`src/rtl/pred_pkg.sv`:
```
package pred_pkg;

  typedef enum logic [2:0] {
    CondNone = 3'd0,
    CondEq   = 3'd1,
    CondNe   = 3'd2,
    CondLt   = 3'd3,
    CondGe   = 3'd4,
    CondGt   = 3'd5,
    CondLe   = 3'd6,
    CondRsvd = 3'd7
  } condCode_e;

  typedef enum logic [2:0] {
    BrEq   = 3'd0,
    BrNe   = 3'd1,
    BrLt   = 3'd2,
    BrLe   = 3'd3,
    BrGt   = 3'd4,
    BrGe   = 3'd5,
    BrRsv6 = 3'd6,
    BrRsv7 = 3'd7
  } brKind_e;

  // Strobes from the control to the datapath
  typedef struct packed {
    logic flagLoad;   // capture compare outcome this edge
    logic brGate;     // branch request whose predicate passed
  } ctrlStrobes_t;

endpackage

```
`src/rtl/pred_cmp.sv`:
```
module pred_cmp #(
  parameter int DATA_W = 32
) (
  input  logic [DATA_W-1:0] lhs,
  input  logic [DATA_W-1:0] rhs,
  output logic              isEq,
  output logic              isLt
);
  always_comb begin
    isEq = (lhs == rhs);
    isLt = ($signed(lhs) < $signed(rhs));
  end
endmodule

```
`src/rtl/pred_dpath.sv`:
```
module pred_dpath
  import pred_pkg::*;
#(
  parameter int DATA_W = 32,
  parameter int IMM_W  = 12
) (
  input  logic              clk,
  input  logic              rstN,
  input  ctrlStrobes_t      strb,
  input  logic              cmpUseImm,
  input  logic [DATA_W-1:0] cmpOpA,
  input  logic [DATA_W-1:0] cmpOpB,
  input  logic [IMM_W-1:0]  cmpImm,
  input  logic [2:0]        brKind,
  input  logic [DATA_W-1:0] brOpA,
  input  logic [DATA_W-1:0] brOpB,
  output logic              eqFlag,
  output logic              ltFlag,
  output logic              brTaken
);
  localparam int EXT_W  = DATA_W - IMM_W;
  localparam int N_CMP  = 2;
  localparam int CMP_IX = 0;
  localparam int BR_IX  = 1;

  logic [DATA_W-1:0] immExt;
  logic [DATA_W-1:0] lhs [N_CMP];
  logic [DATA_W-1:0] rhs [N_CMP];
  logic              cEq [N_CMP];
  logic              cLt [N_CMP];
  logic              brHit;

  assign immExt = {{EXT_W{cmpImm[IMM_W-1]}}, cmpImm};

  always_comb begin
    lhs[CMP_IX] = cmpOpA;
    rhs[CMP_IX] = cmpUseImm ? immExt : cmpOpB;
    lhs[BR_IX]  = brOpA;
    rhs[BR_IX]  = brOpB;
  end

  for (genvar g = 0; g < N_CMP; g++) begin : g_cmp
    pred_cmp #(.DATA_W(DATA_W)) cmp_i (
      .lhs  (lhs[g]),
      .rhs  (rhs[g]),
      .isEq (cEq[g]),
      .isLt (cLt[g])
    );
  end

  // Flag store: reset reads as "equal"
  always_ff @(posedge clk) begin
    if (!rstN) begin
      eqFlag <= 1'b1;
      ltFlag <= 1'b0;
    end else if (strb.flagLoad) begin
      eqFlag <= cEq[CMP_IX];
      ltFlag <= cLt[CMP_IX];
    end
  end

  always_comb begin
    unique case (brKind_e'(brKind))
      BrEq:    brHit = cEq[BR_IX];
      BrNe:    brHit = !cEq[BR_IX];
      BrLt:    brHit = cLt[BR_IX];
      BrLe:    brHit = cLt[BR_IX] || cEq[BR_IX];
      BrGt:    brHit = !cLt[BR_IX] && !cEq[BR_IX];
      BrGe:    brHit = !cLt[BR_IX];
      default: brHit = 1'b0;
    endcase
  end

  assign brTaken = strb.brGate && brHit;

  // no load strobe, no change
  p_flag_hold_r6: assert property (@(posedge clk) disable iff (!rstN)
    !strb.flagLoad |=> $stable({eqFlag, ltFlag}));

  // equal and less are never both set
  p_flag_excl_r2: assert property (@(posedge clk) disable iff (!rstN)
    $onehot0({eqFlag, ltFlag}));

  // reserved kinds never taken
  p_br_rsvd_r8: assert property (@(posedge clk) disable iff (!rstN)
    (brKind[2:1] == 2'b11) |-> !brTaken);
endmodule

```
`src/rtl/pred_ctrl.sv`:
```
module pred_ctrl
  import pred_pkg::*;
(
  input  logic         clk,
  input  logic         rstN,
  input  logic [2:0]   condCode,
  input  logic         cmpReq,
  input  logic         brReq,
  input  logic         eqFlag,
  input  logic         ltFlag,
  output logic         execEn,
  output ctrlStrobes_t strb
);
  logic condPass;

  always_comb begin
    unique case (condCode_e'(condCode))
      CondNone: condPass = 1'b1;
      CondEq:   condPass = eqFlag;
      CondNe:   condPass = !eqFlag;
      CondLt:   condPass = ltFlag;
      CondGe:   condPass = !ltFlag;
      CondGt:   condPass = !ltFlag && !eqFlag;
      CondLe:   condPass = ltFlag || eqFlag;
      default:  condPass = 1'b0;
    endcase
  end

  assign execEn        = condPass;
  assign strb.flagLoad = cmpReq && condPass;
  assign strb.brGate   = brReq && condPass;

  // reserved predicate never executes
  p_cond_rsvd_r5: assert property (@(posedge clk) disable iff (!rstN)
    (condCode == 3'd7) |-> (!execEn && !strb.flagLoad && !strb.brGate));

  // failed predicate never loads the flags
  p_no_load_r7: assert property (@(posedge clk) disable iff (!rstN)
    !execEn |-> !strb.flagLoad);

  // code none always passes
  p_cond_none_r4: assert property (@(posedge clk) disable iff (!rstN)
    (condCode == 3'd0) |-> execEn);
endmodule

```
`src/rtl/pred_flag_unit.sv`:
```
module pred_flag_unit
  import pred_pkg::*;
#(
  parameter int DATA_W = 32,
  parameter int IMM_W  = 12
) (
  input  logic              clk,
  input  logic              rstN,
  input  logic [2:0]        condCode,
  input  logic              cmpReq,
  input  logic              cmpUseImm,
  input  logic [DATA_W-1:0] cmpOpA,
  input  logic [DATA_W-1:0] cmpOpB,
  input  logic [IMM_W-1:0]  cmpImm,
  input  logic              brReq,
  input  logic [2:0]        brKind,
  input  logic [DATA_W-1:0] brOpA,
  input  logic [DATA_W-1:0] brOpB,
  output logic              execEn,
  output logic              brTaken
);
  ctrlStrobes_t strb;
  logic         eqFlag;
  logic         ltFlag;

  pred_ctrl ctrl_i (
    .clk      (clk),
    .rstN     (rstN),
    .condCode (condCode),
    .cmpReq   (cmpReq),
    .brReq    (brReq),
    .eqFlag   (eqFlag),
    .ltFlag   (ltFlag),
    .execEn   (execEn),
    .strb     (strb)
  );

  pred_dpath #(.DATA_W(DATA_W), .IMM_W(IMM_W)) dpath_i (
    .clk       (clk),
    .rstN      (rstN),
    .strb      (strb),
    .cmpUseImm (cmpUseImm),
    .cmpOpA    (cmpOpA),
    .cmpOpB    (cmpOpB),
    .cmpImm    (cmpImm),
    .brKind    (brKind),
    .brOpA     (brOpA),
    .brOpB     (brOpB),
    .eqFlag    (eqFlag),
    .ltFlag    (ltFlag),
    .brTaken   (brTaken)
  );

  // a taken branch needs both the request and a passing predicate
  p_br_gate_r9: assert property (@(posedge clk) disable iff (!rstN)
    brTaken |-> (brReq && execEn));
endmodule

```
`config.mk`:
```
export PLATFORM = sky130hd
export DESIGN_NAME = pred_flag_unit
export DESIGN_NICKNAME = d
export VERILOG_FILES = /design/src/rtl/pred_pkg.sv /design/src/rtl/pred_cmp.sv /design/src/rtl/pred_dpath.sv /design/src/rtl/pred_ctrl.sv /design/src/rtl/pred_flag_unit.sv
export SDC_FILE = /design/constraint.sdc
export NUM_CORES = 1
export LEC_CHECK = 0
export BUFFER_PORTS_ARGS = -buffer_cell sky130_fd_sc_hd__buf_2
export CORE_UTILIZATION = 35
export DETAILED_ROUTE_END_ITERATION = 10
export PLACE_DENSITY = 0.75
export SLEW_MARGIN = 20
export SYNTH_ARGS = -nofsm -noshare
export SYNTH_HDL_FRONTEND = slang
export SYNTH_SLANG_ARGS = --single-unit
```
`constraint.sdc`:
```
create_clock -name clk -period 3.2 [get_ports clk]
set_input_delay 0.64 -clock clk [delete_from_list [all_inputs] [get_ports clk]]
set_output_delay 0.64 -clock clk [all_outputs]
set_load 0.01 [all_outputs]
```
# Word level (Yosys, flattened, before mapping)
# Index checks and enable logic that the tools add are counted.
[totals] regBits=2 input_bits=151 output_inout_bits=2 elab_cells=33
[classes] n_lt_le_gt_ge=2 eq_ne=13 muxes=3 n_reduce_logical=13
[op_table] op="$eq A32 B32 Y1" n=2
[op_table] op="$lt A32 B32 Y1" n=2
[op_table] op="$mux W32" n=1
[op_table] op="$eq A3 B3 Y1 const B" n=5
[op_table] op="$eq A3 B2 Y1 const B" n=4
[op_table] op="$pmux W1 S7" n=1
[op_table] op="$eq A3 B1 Y1 const B" n=2
[op_table] op="$logic_not A3 Y1" n=2
[op_table] op="$pmux W1 S6" n=1
[op_table] op="$logic_and A1 B1 Y1" n=5
[op_table] op="$logic_not A1 Y1" n=4
[op_table] op="$logic_or A1 B1 Y1" n=2

# Logic depth before layout (Yosys ltp)
# Gate-level depths: netlist of run 1.
[depth] depth_word=5 depth_mapped=11 depth_no_buf=10

# Cells and area by module
# Synthesis of run 1 repeated with hierarchy kept, for this count alone.
[unflattened] hier_cells=314 area_unflattened_um2=2194.6
[by_module_without_submodules] module="pred_cmp at dpath_i.g_cmp[1].cmp_i" n_inst=1 cells_per_inst=113 area_each_um2=820.8 seq_area_each_um2=0.0
[by_module_without_submodules] module="pred_cmp at dpath_i.g_cmp[0].cmp_i" n_inst=1 cells_per_inst=113 area_each_um2=814.5 seq_area_each_um2=0.0
[by_module_without_submodules] module="pred_dpath" n_inst=1 cells_per_inst=73 area_each_um2=466.7 seq_area_each_um2=40.0
[by_module_without_submodules] module="pred_ctrl" n_inst=1 cells_per_inst=15 area_each_um2=92.6 seq_area_each_um2=0.0

# Worst setup path before layout of run 1
# OpenSTA, ideal clock, no wires.
[synth_path] kind="input port to flip-flop" from="input port cmpUseImm" to="register dpath_i.eqFlag" setup_ns=0.062 t_arrival_ns=3.038 t_required_ns=3.138 slack_ns=0.100 cell_stages=9 cell_sequence="and2_1 clkbuf_1 a21oi_1 ha_1 nand4_1 or3_4 or4_4 or4_1 nand3_1"
[synth_between] elab_chain_len=2
[synth_rtl] item="start, declared" line="pred_flag_unit.sv:11" text="input logic cmpUseImm,"
[synth_rtl] item="$mux W32" line="pred_dpath.sv:37" text="rhs[CMP_IX] = cmpUseImm ? immExt : cmpOpB;"
[synth_rtl] item="$eq A32 B32 Y1" line="pred_cmp.sv:10" text="isEq = (lhs == rhs);"
[synth_rtl] item="end signal, assigned" line="pred_dpath.sv:57" text="eqFlag <= cEq[CMP_IX];"
[synth_rtl] item="end, declared" line="pred_dpath.sv:17" text="output logic eqFlag,"
# No other way between the ends.
# A chain may end at the register's enable or synchronous reset.

# Worst setup path after layout of run 1
[layout_path] from="input port brOpA[12]" to="output port brTaken"
[layout_between] elab_chain_len=5 word_cells_on_any_way=8
[layout_rtl] item="start, declared" line="pred_flag_unit.sv:17" text="input logic [DATA_W-1:0] brOpA,"
[layout_rtl] item="$lt A32 B32 Y1 or $eq A32 B32 Y1 (tied branches)" line="pred_cmp.sv:11, pred_cmp.sv:10"
[layout_rtl] item="$logic_not A1 Y1, on equally long branches" line="pred_dpath.sv:68, pred_dpath.sv:69, pred_dpath.sv:65"
[layout_rtl] item="$logic_and A1 B1 Y1" line="pred_dpath.sv:68" text="BrGt: brHit = !cLt[BR_IX] && !cEq[BR_IX];"
[layout_rtl] item="$pmux W1 S6 (*)" line="pred_dpath.sv:63" text="unique case (brKind_e'(brKind))"
[layout_rtl] item="$logic_and A1 B1 Y1 (*)" line="pred_dpath.sv:74" text="assign brTaken = strb.brGate && brHit;"
[layout_rtl] item="end, declared" line="pred_flag_unit.sv:20" text="output logic brTaken"
# Mark *: on every way between the ends. The rest lies on a longest branch, timed or not.

==> impl_metrics.toml, run 1 <==
[timing]
tightestPinTransition_ns = 0.350
timing.fmax_mhz = 310
worst_slack_ns = -0.0296
rsz0062_at_grt = "yes"
timing.slew.headroom = 0.765
finalClockSkew_ns = 0.00251
timing.hold.ws_ns = 0.509
finalCriticalPeriod_ns = 3.23
timing.final.setup_violations = 1
final_max_slew_viols = 0
final_min_period_over_clock_period = 1.01
finalHoldViolations = 0

[route]
dr.first_iter.drc_count = 47
vias_per_cell = 5.08
drtPass1Iterations = 6
routed_wire_length_per_instance_um = 12.3
routed-via-count = 2557
drc_errors = 0
wl_um = 6180
route.antenna.remaining_nets = 0

[placement]
place_congestion = 0.839
placement.io_buffers = 152
placedInstanceArea_um2 = 2950
place_worst_setup_slack_ns = -0.175
post-dp-hpwl_um = 5440

[floorplan]
die_x_um = 77.3
die_area_um2 = 5970
dieHeight_um = 77.3
fp.coreArea_um2 = 5470
effective_utilization_at_floorplan = 0.363
row_count = 27
pin_count = 153

[grt]
grt_busiest_layer = "met2"
grt_pass1_vias = 2479
wire_length_of_the_first_global_routing_pass_um = 10300
met3_usage = 0.0417
globalRouteTotalUtil = 0.209
antenna_violations_before_repair = 0
maximum_number_of_pins_on_one_net_before_global_route_repair = 15
total_congestion_overflow_after_global_routing = 0
grt_util_met1 = 0.231
use_met2 = 0.396

[outcome]
outcome = "finished, violations left"
violations = "negative setup slack"

[power_and_ir_drop]
power-per-cell-area_nw_per_um2 = 167
power_report.internal_total_w = 0.000319
power.sequential.fraction = 0.058
power.leakage_nw = 1.80
p_clk_frac = 0.190
power_frac_comb = 0.752
net-switching-power_w = 0.000199
vdd_ir_drop_max_mv = 0.143
netSwitchingFraction = 0.385

[clock_tree]
number_of_buffers_created_by_cts = 3
ctsHtreeMaxLevel = 1
cts-root-buf = "sky130_fd_sc_hd__clkbuf_8"
cts.sink_count = 2
tritoncts_clock_tree = "built"
insertion_delay_ns = 0.21
path_clk_slew_ns = 0.03
number_of_buffers_on_the_longest_clock_path = 2

[yosys]
postSynthRegisterBits = 2
synth_fp_nets = 479
synth_edf_count = 0
synth.distinct_cells = 42
syn_inst = 264
yosys_warnings = 0
syn_area_per_cell_um2 = 7.52
synth_top_flop_cell = "sky130_fd_sc_hd__dfxtp_1"
synth-seq-area-share = 0.0202
ys_async_sr_fraction = 0
syn_area_um2 = 1980

[worst_setup_path]
cp_data_required_time_ns = 2.56
worstPathArrival_ns = 2.59
r2r_start = "dpath_i.eqFlag"
crit_path_start = "brOpA[12]"
critPathMaxFanout = 3
end_kind = "primary output"
critPathKind = "primary input to primary output"
number_of_cells_on_the_worst_reg_to_reg_path = 7
cp-start-kind = "primary input"

[cells_and_area]
antenna_cells = 0
flow.area_growth_from_synthesis_pct = 56.7
drive_above_1_share = 0.445
final_cell_area_um2 = 3110
nNetsFinal = 648

[flow_run]
drv.max_cap_violation_count = 0

[worst_hold_path]
hold_path_class = "register to register"
launch_point_of_the_worst_hold_path = "dpath_i.eqFlag"
hold_path_depth = 2
-- synthesized netlist by cell type, types with 5 or more instances --
| master | count | area [um2] |
|---|---|---|
| sky130_fd_sc_hd__nand2_1 | 9 | 33.8 |
| sky130_fd_sc_hd__nor3_1 | 5 | 25.0 |
| sky130_fd_sc_hd__nor2b_1 | 6 | 37.5 |
| sky130_fd_sc_hd__mux2i_1 | 12 | 120 |
| sky130_fd_sc_hd__inv_1 | 39 | 146 |
| sky130_fd_sc_hd__a21o_1 | 11 | 82.6 |
| sky130_fd_sc_hd__a21oi_1 | 40 | 200 |
| sky130_fd_sc_hd__ha_1 | 64 | 801 |
| sky130_fd_sc_hd__a211oi_1 | 5 | 37.5 |
| sky130_fd_sc_hd__nand3_1 | 10 | 50.1 |
| sky130_fd_sc_hd__nor2_1 | 7 | 26.3 |
| sky130_fd_sc_hd__nand4_1 | 12 | 75.1 |
-- cell type report --
cell class / instances / area, um2
Sequential cell: 2 / 40.0
Inverter: 39 / 149
Clock buffer: 3 / 41.3
Timing Repair Buffer: 169 / 920
Tap cell: 72 / 90.1
Fill cell: 549 / 2360
Multi-Input combinational cell: 218 / 1870
-- registers in the layout, summed over array words and instances (netlist names) --
name,flops
dpath_i.eqFlag,1
dpath_i.ltFlag,1
-- routing by layer --
layer,wire (um),up-vias
met5,0,-
met4,122,0
met3,377,12
met2,3190,96
met1,2490,1135
li1,-,1314
-- power by group through the flow --
stage / Sequential (W) / Combinational, W / Clock, W
6_report: 0.0000298 / 0.000390 / 0.0000986
5_1_grt: 0.0000303 / 0.000446 / 0.000104
4_1_cts: 0.0000297 / 0.000381 / 0.000101
3_5_place_dp: 0.0000300 / 0.000369 / 0
3_3_place_gp: 0.0000300 / 0.000355 / 0
2_1_floorplan: 0.0000294 / 0.000201 / 0
-- path summary, 6_finish.rpt --
check                                       to  slack [ns]
worst min register to register  dpath_i.eqFlag        0.51
worst max-delay path                   brTaken       -0.03
worst max register to register  dpath_i.ltFlag        1.14
worst min-delay path            dpath_i.eqFlag        0.51
-- critical path: stages --
cell and delay [ns]:
sky130_fd_sc_hd__buf_2 0.10, sky130_fd_sc_hd__ha_1 0.29, sky130_fd_sc_hd__nand4_1 0.17, sky130_fd_sc_hd__buf_4 0.15, sky130_fd_sc_hd__a2111oi_1 0.04, sky130_fd_sc_hd__or4b_4 0.53
sky130_fd_sc_hd__a311oi_2 0.23, sky130_fd_sc_hd__mux2i_1 0.22, sky130_fd_sc_hd__a21oi_1 0.08, sky130_fd_sc_hd__buf_2 0.14
-- kinds of logic after synthesis --
| family | Yosys count | share of synthesized area |
|---|---|---|
| compound gates | 76 | 0.234 |
| fa+ha+maj | 64 | 0.404 |
| simple gates | 63 | 0.183 |
| buf+inv | 44 | 0.0832 |
| mux | 14 | 0.0719 |
| flops | 2 | 0.0202 |
| xor+xnor | 1 | 0.00441 |
-- metrics by stage --
stage / cells / total power (W) / TNS, ns / util
floorplan: 264 / 0.000230 / 0 / -
global placement: 498 / 0.000385 / -0.176 / 0.540
detailed placement: 498 / 0.000399 / -0.175 / 0.540
CTS: 501 / 0.000512 / -0.00218 / 0.556
global route: 503 / 0.000581 / -0.127 / 0.568
finish: 503 / 0.000518 / -0.0296 / 0.568
-- cell usage in the layout, fill, tap and decap left out, types with 7 or more instances in the layout --
cell type and instances:
sky130_fd_sc_hd__inv_1 38, sky130_fd_sc_hd__nand3_1 10, sky130_fd_sc_hd__mux2i_1 12, sky130_fd_sc_hd__nor2_1 7, sky130_fd_sc_hd__nand4_1 12, sky130_fd_sc_hd__ha_1 60, sky130_fd_sc_hd__buf_4 15, sky130_fd_sc_hd__nand2_1 9
sky130_fd_sc_hd__buf_2 151, sky130_fd_sc_hd__a21oi_1 39, sky130_fd_sc_hd__a21o_1 11
-- what timing repair did --
| item | in CTS | in global routing |
|---|---|---|
| hold buffers | 0 | 0 |
| resized for setup | 9 | 6 |
| pin swaps | 8 | 4 |
| setup endpoints to repair | 1 | 1 |
| setup buffers | 0 | 2 |
Power figures use the tool's default switching activity.
==> run 2: changes to the inputs <==
--- a/config.mk
+++ b/config.mk
@@ -8,7 +8,7 @@
 export BUFFER_PORTS_ARGS = -buffer_cell sky130_fd_sc_hd__buf_2
 export CORE_UTILIZATION = 35
 export DETAILED_ROUTE_END_ITERATION = 10
-export PLACE_DENSITY = 0.75
+export PLACE_DENSITY = 0.72
 export SLEW_MARGIN = 20
 export SYNTH_ARGS = -nofsm -noshare
 export SYNTH_HDL_FRONTEND = slang
==> constraint.sdc (replaced) <==
create_clock -name clk -period 3.8 [get_ports clk]
set_input_delay 0.76 -clock clk [delete_from_list [all_inputs] [get_ports clk]]
set_output_delay 0.76 -clock clk [all_outputs]
set_load 0.01 [all_outputs]
==> run 2 against run 1 <==
  * The run now ends clean
  * Clock power shrank 16%
  * Global-route usage shrank 1.9 points
  * Final cell count shrank 2.6%
  * Power shrank 23%
  * First-iteration DRC count shrank 8.5%
  * Sequential cell count is the same
  * Hold slack gained 0.0021 ns
  * Core utilization shrank 3.9 points
  * Die area is the same
  * Register-to-register slack gained 0.59 ns
  * Combinational power shrank 25%
==> impl_metrics.toml, run 2 (synthesized netlist as in run 1, its figures left out) <==
[power_and_ir_drop]
power.leakage_nw = 1.72
power-per-cell-area_nw_per_um2 = 138
vdd_ir_drop_max_mv = 0.143

[timing]
timing.hold.ws_ns = 0.511
timing.final.setup_violations = 0
tightestPinTransition_ns = 0.444
final_min_period_over_clock_period = 0.958
timing.slew.headroom = 0.704
finalClockSkew_ns = 0.00252
finalCriticalPeriod_ns = 3.64
rsz0062_at_grt = "no"
setup_total_negative_slack_ns = 0
timing.fmax_mhz = 275
final_max_slew_viols = 0
finalHoldViolations = 0
worst_slack_ns = 0.158

[floorplan]
die_x_um = 77.3
fp.coreArea_um2 = 5470
effective_utilization_at_floorplan = 0.363
row_count = 27
die_area_um2 = 5970
dieHeight_um = 77.3
pin_count = 153

[clock_tree]
insertion_delay_ns = 0.21
number_of_buffers_on_the_longest_clock_path = 2
tritoncts_clock_tree = "built"
post_cts_hold_buffer_count = 0
ctsHtreeMaxLevel = 1
path_clk_slew_ns = 0.03
number_of_buffers_created_by_cts = 3
cts.sink_count = 2
cts-root-buf = "sky130_fd_sc_hd__clkbuf_8"

[placement]
placedCellCount = 487
place_congestion = 0.800
placedInstanceArea_um2 = 2850
placement.io_buffers = 152
place_worst_setup_slack_ns = 0.160
post-dp-hpwl_um = 5180

[worst_hold_path]
hold_path_class = "register to register"
launch_point_of_the_worst_hold_path = "dpath_i.eqFlag"

[worst_setup_path]
cp_data_required_time_ns = 3.04
critPathMaxFanout = 2
cp-start-kind = "primary input"
critical_path.cell_chain = "buf_2 > ha_1 > nor2b_1 > o211ai_1 > a2111oi_0 > or4b_1 > a311oi_2 > mux2i_1 > a21oi_1 > buf_2"
worstSetupEndpoint = "brTaken"
crit_path_start = "brOpA[1]"
timing.rr.end = "dpath_i.ltFlag"
worstPathArrival_ns = 2.88
cpMostUsedCell = "sky130_fd_sc_hd__buf_2"
critPathKind = "primary input to primary output"
path_depth = 10
worst_path_dominant_cell_family = "simple AND/OR/NAND/NOR gates"
number_of_cells_on_the_worst_reg_to_reg_path = 7
cp_slowest_cell = "sky130_fd_sc_hd__or4b_1"
maximum_cell_stage_delay_along_the_critical_path_ns = 0.56
r2r_slack_ns = 1.73
end_kind = "primary output"
worst-path-buf-inv = 2
r2r_start = "dpath_i.eqFlag"

[grt]
total_congestion_overflow_after_global_routing = 0
grt_busiest_layer = "met2"
globalRouteTotalUtil = 0.189
met3_usage = 0.0357
wire_length_of_the_first_global_routing_pass_um = 9600
grt_pass1_vias = 2486
antenna_violations_before_repair = 0
grt_util_met1 = 0.204
maximum_number_of_pins_on_one_net_before_global_route_repair = 22
use_met2 = 0.381

[route]
vias_per_cell = 5.02
route.antenna.remaining_nets = 0
wl_um = 5650
dr.first_iter.drc_count = 43
routed-via-count = 2461
drc_errors = 0
routed_wire_length_per_instance_um = 11.5
drtPass1Iterations = 4

[cells_and_area]
final_cell_mix = "sky130_fd_sc_hd__buf_2 (152), sky130_fd_sc_hd__ha_1 (64), sky130_fd_sc_hd__a21oi_1 (40)"
antenna_cells = 0
flow.area_growth_from_synthesis_pct = 45.8
final_cell_area_um2 = 2890
drive_above_1_share = 0.402
nNetsFinal = 635
largestRegisters = "dpath_i.eqFlag: 1 flops, dpath_i.ltFlag: 1 flops"
layout.cells.most_common = "sky130_fd_sc_hd__buf_2"
final.fill_count = 557
layout.cells.non_filler = 490

[outcome]
outcome = "finished clean"

[flow_run]
drv.max_cap_violation_count = 0
run 2: cell types whose count changed in the layout (fill, tap and decap cells not counted), moves of 2 or more:
cell / change
sky130_fd_sc_hd__nor4_1: +2
sky130_fd_sc_hd__nor4_2: -2
sky130_fd_sc_hd__ha_4: -4
sky130_fd_sc_hd__ha_1: +4
sky130_fd_sc_hd__buf_12: -2
sky130_fd_sc_hd__buf_4: -11
run 2: worst min-delay path, delay by kind of cell, from the launching register on:
family        cells  cell delay, ns
flops             1            0.32
simple gates      2            0.13
run 2: worst min-delay path by stage:
stage                endpoint  slack (ns)  depth (start not counted)
2_1_floorplan  dpath_i.eqFlag        0.48                          2
3_3_place_gp   dpath_i.eqFlag        0.50                          2
3_5_place_dp   dpath_i.eqFlag        0.51                          2
4_1_cts        dpath_i.eqFlag        0.51                          2
5_1_grt        dpath_i.eqFlag        0.58                          2
6_report       dpath_i.eqFlag        0.51                          2
run 2: per-layer routing:
| metal | share of wire | routed length (um) | up-vias |
|---|---|---|---|
| li1 | - | - | 1296 |
| met1 | 0.41 | 2310 | 1076 |
| met2 | 0.52 | 2930 | 83 |
| met3 | 0.062 | 349 | 6 |
| met4 | 0.012 | 66 | 0 |
| met5 | 0 | 0 | - |
run 2: where the power goes:
group | switching, W | leakage (nW) | internal, W
Sequential | 0.00000196 | 0.0165 | 0.0000231
Combinational | 0.000137 | 1.69 | 0.000154
Clock | 0.0000158 | 0.0216 | 0.0000669
run 2: area by class of cell:
type	count	area [um2]	share of cell area
Timing Repair Buffer	156	791	0.273
Tap cell	72	90.1	0.0311
Multi-Input combinational cell	218	1790	0.617
Clock buffer	3	41.3	0.0143
Inverter	39	146	0.0506
Sequential cell	2	40.0	0.0138
run 2: through the flow:
| stage | util | total power (W) |
|---|---|---|
| after CTS | 0.528 | 0.000403 |
| after global routing | 0.529 | 0.000449 |
| after floorplan | - | 0.000194 |
| after detailed placement | 0.520 | 0.000316 |
| after global placement | 0.520 | 0.000307 |
| final | 0.529 | 0.000399 |
run 2: repair_timing:
action	CTS	global route
buffers inserted	0	0
gates resized for setup	0	1
setup endpoints to repair	0	1
==> run 3: changes to the inputs <==
--- a/config.mk
+++ b/config.mk
@@ -5,10 +5,12 @@
 export SDC_FILE = /design/constraint.sdc
 export NUM_CORES = 1
 export LEC_CHECK = 0
+export ABC_AREA = 1
+export ABC_CLOCK_PERIOD_IN_PS = 3800
 export BUFFER_PORTS_ARGS = -buffer_cell sky130_fd_sc_hd__buf_2
 export CORE_UTILIZATION = 35
 export DETAILED_ROUTE_END_ITERATION = 10
-export PLACE_DENSITY = 0.72
+export PLACE_DENSITY = 0.71
 export SLEW_MARGIN = 20
 export SYNTH_ARGS = -nofsm -noshare
 export SYNTH_HDL_FRONTEND = slang
==> run 3 against run 2 <==
  * Hold slack improved by 0.023 ns
  * Die area rose by 4.5%
  * Sequential share of layout area barely moved
  * Worst setup slack improved by 0.42 ns
  * Maximum frequency rose by 13%
  * Critical path depth rose by 2
  * Core utilization fell by 0.16 points
  * Largest power group unchanged
==> impl_metrics.toml, run 3 <==
[yosys]
synth_fp_nets = 541
syn_area_per_cell_um2 = 6.37
synth.top_cells.by_count = "sky130_fd_sc_hd__nand2_1 (65), sky130_fd_sc_hd__ha_1 (64), sky130_fd_sc_hd__inv_1 (57)"
syn_inst = 326
synth_top_flop_cell = "sky130_fd_sc_hd__dfxtp_1"
synth.largest_area_cell = "sky130_fd_sc_hd__ha_1"
synth_most_common_cell = "sky130_fd_sc_hd__nand2_1"
synth_edf_count = 0
postSynthRegisterBits = 2
yosys.area.top_type_share = 0.386
syn_area_um2 = 2080
synth.distinct_cells = 24
ys_async_sr_fraction = 0
yosys_warnings = 0
synth-seq-area-share = 0.0193
synth.top_cells.by_area = "sky130_fd_sc_hd__ha_1 (39%), sky130_fd_sc_hd__a21oi_1 (13%), sky130_fd_sc_hd__nand2_1 (12%)"

[worst_setup_path]
timing.rr.end = "dpath_i.ltFlag"
cp_data_required_time_ns = 3.04
cp-start-kind = "primary input"
number_of_cells_on_the_worst_reg_to_reg_path = 7
critPathKind = "primary input to primary output"
critPathMaxFanout = 3
worstPathArrival_ns = 2.46
end_kind = "primary output"
crit_path_start = "brOpA[19]"
r2r_start = "dpath_i.eqFlag"
r2r_slack_ns = 2.32

[cells_and_area]
final_cell_mix = "sky130_fd_sc_hd__buf_2 (152), sky130_fd_sc_hd__nand2_1 (65), sky130_fd_sc_hd__ha_1 (64)"
drive_above_1_share = 0.342
final.fill_count = 585
layout.cells.most_common = "sky130_fd_sc_hd__buf_2"
antenna_cells = 0
flow.area_growth_from_synthesis_pct = 42.4
utilization = 0.527
nNetsFinal = 694
largestRegisters = "dpath_i.eqFlag: 1 flops, dpath_i.ltFlag: 1 flops"

[route]
routed_wire_length_per_instance_um = 10.2
drtPass1Iterations = 4
routed-via-count = 2593
drc_errors = 0
dr.first_iter.drc_count = 52
wl_um = 5620
vias_per_cell = 4.72
route.antenna.remaining_nets = 0

[flow_run]
drv.max_cap_violation_count = 0

[worst_hold_path]
hold_path_depth = 2
launch_point_of_the_worst_hold_path = "dpath_i.eqFlag"
hold_end = "dpath_i.eqFlag"
hold_path_class = "register to register"

[clock_tree]
ctsHtreeMaxLevel = 1
number_of_buffers_created_by_cts = 3
tritoncts_clock_tree = "built"
post_cts_hold_buffer_count = 0
cts-root-buf = "sky130_fd_sc_hd__clkbuf_8"
number_of_buffers_on_the_longest_clock_path = 2
insertion_delay_ns = 0.21
postCtsSetupRepairBufs = 0
path_clk_slew_ns = 0.03
cts-resized-gates = 0
cts.sink_count = 2

[floorplan]
pin_count = 153
dieHeight_um = 79.0
effective_utilization_at_floorplan = 0.370
row_count = 27
die_x_um = 79.0
fp.coreArea_um2 = 5610
die_area_um2 = 6240

[timing]
finalClockSkew_ns = 0.000473
timing.slew.headroom = 0.587
timing.final.setup_violations = 0
timing.fmax_mhz = 310
setup_total_negative_slack_ns = 0
finalCriticalPeriod_ns = 3.22
final_min_period_over_clock_period = 0.849
tightestPinTransition_ns = 0.619
final_max_slew_viols = 0
rsz0062_at_grt = "no"
finalHoldViolations = 0

[power_and_ir_drop]
power-per-cell-area_nw_per_um2 = 140
power.leakage_nw = 1.87
vdd_ir_drop_max_mv = 0.0857

[placement]
placement.io_buffers = 152
place_congestion = 0.783
post-dp-hpwl_um = 5170

[grt]
wire_length_of_the_first_global_routing_pass_um = 8980
grt_pass1_vias = 2398
globalRouteTotalUtil = 0.174
antenna_violations_before_repair = 0
maximum_number_of_pins_on_one_net_before_global_route_repair = 23
total_congestion_overflow_after_global_routing = 0

[outcome]
outcome = "finished clean"
==> run 3: cell types whose count changed after synthesis, moves of 9 or more <==
cell / change
sky130_fd_sc_hd__nand2_1: +56
sky130_fd_sc_hd__inv_1: +18
sky130_fd_sc_hd__a21oi_1: +13
sky130_fd_sc_hd__nor2_1: +10
sky130_fd_sc_hd__a21o_1: -9
==> run 3: logic make-up (layout without fill, tap and decap cells) <==
family,Yosys count,after routing,synth area share
compound gates,77,77,0.201
fa+ha+maj,64,64,0.386
buf+inv,62,213,0.112
flops,2,2,0.0193
mux,10,10,0.0482
simple gates,111,111,0.233
==> run 3: worst max path at each step <==
stage               endpoint  cells after the start
floorplan            brTaken                     12
global placement     brTaken                     12
detailed placement   brTaken                     13
CTS                  brTaken                     13
global route         brTaken                     13
finish               brTaken                     12
==> run 3: routing by layer <==
layer | GRT usage | wire length, um
met5 | 0 | 0
met2 | 0.362 | 2890
met3 | 0.0276 | 329
met1 | 0.183 | 2360
met4 | 0.0218 | 41
==> run 3: final cells by class <==
class,instances,area (um2),share of cell area
Tap cell,72,90.1,0.0305
Inverter,57,214,0.0724
Clock buffer,3,41.3,0.0140
Timing Repair Buffer,153,768,0.260
Multi-Input combinational cell,262,1800,0.610
Sequential cell,2,40.0,0.0135
==> run 3: worst max-delay path: stages <==
cell	delay, ns
sky130_fd_sc_hd__buf_2	0.10
sky130_fd_sc_hd__ha_1	0.31
sky130_fd_sc_hd__a21o_1	0.18
sky130_fd_sc_hd__o21ai_1	0.12
sky130_fd_sc_hd__nand2_1	0.07
sky130_fd_sc_hd__a21oi_1	0.24
sky130_fd_sc_hd__nand3_1	0.17
sky130_fd_sc_hd__nand3_1	0.11
sky130_fd_sc_hd__nand3_1	0.07
sky130_fd_sc_hd__nor2_1	0.14
sky130_fd_sc_hd__nor2_1	0.05
sky130_fd_sc_hd__buf_2	0.13
==> run 3: per-stage QoR <==
stage | power [W] | worst slack [ns] | hold slack (ns) | area [um2] | std cells
floorplan | 0.000210 | 0.891 | 0.476 | 2080 | 326
global placement | 0.000322 | 0.623 | 0.512 | 2920 | 546
detailed placement | 0.000331 | 0.582 | 0.527 | 2920 | 546
CTS | 0.000419 | 0.579 | 0.536 | 2960 | 549
global route | 0.000471 | 0.431 | 0.590 | 2960 | 549
finish | 0.000413 | 0.575 | 0.534 | 2960 | 549
==> run 3: power breakdown <==
group          switching (W)  internal, W
logic               0.000154     0.000152
clock network      0.0000148    0.0000668
registers         0.00000180    0.0000235
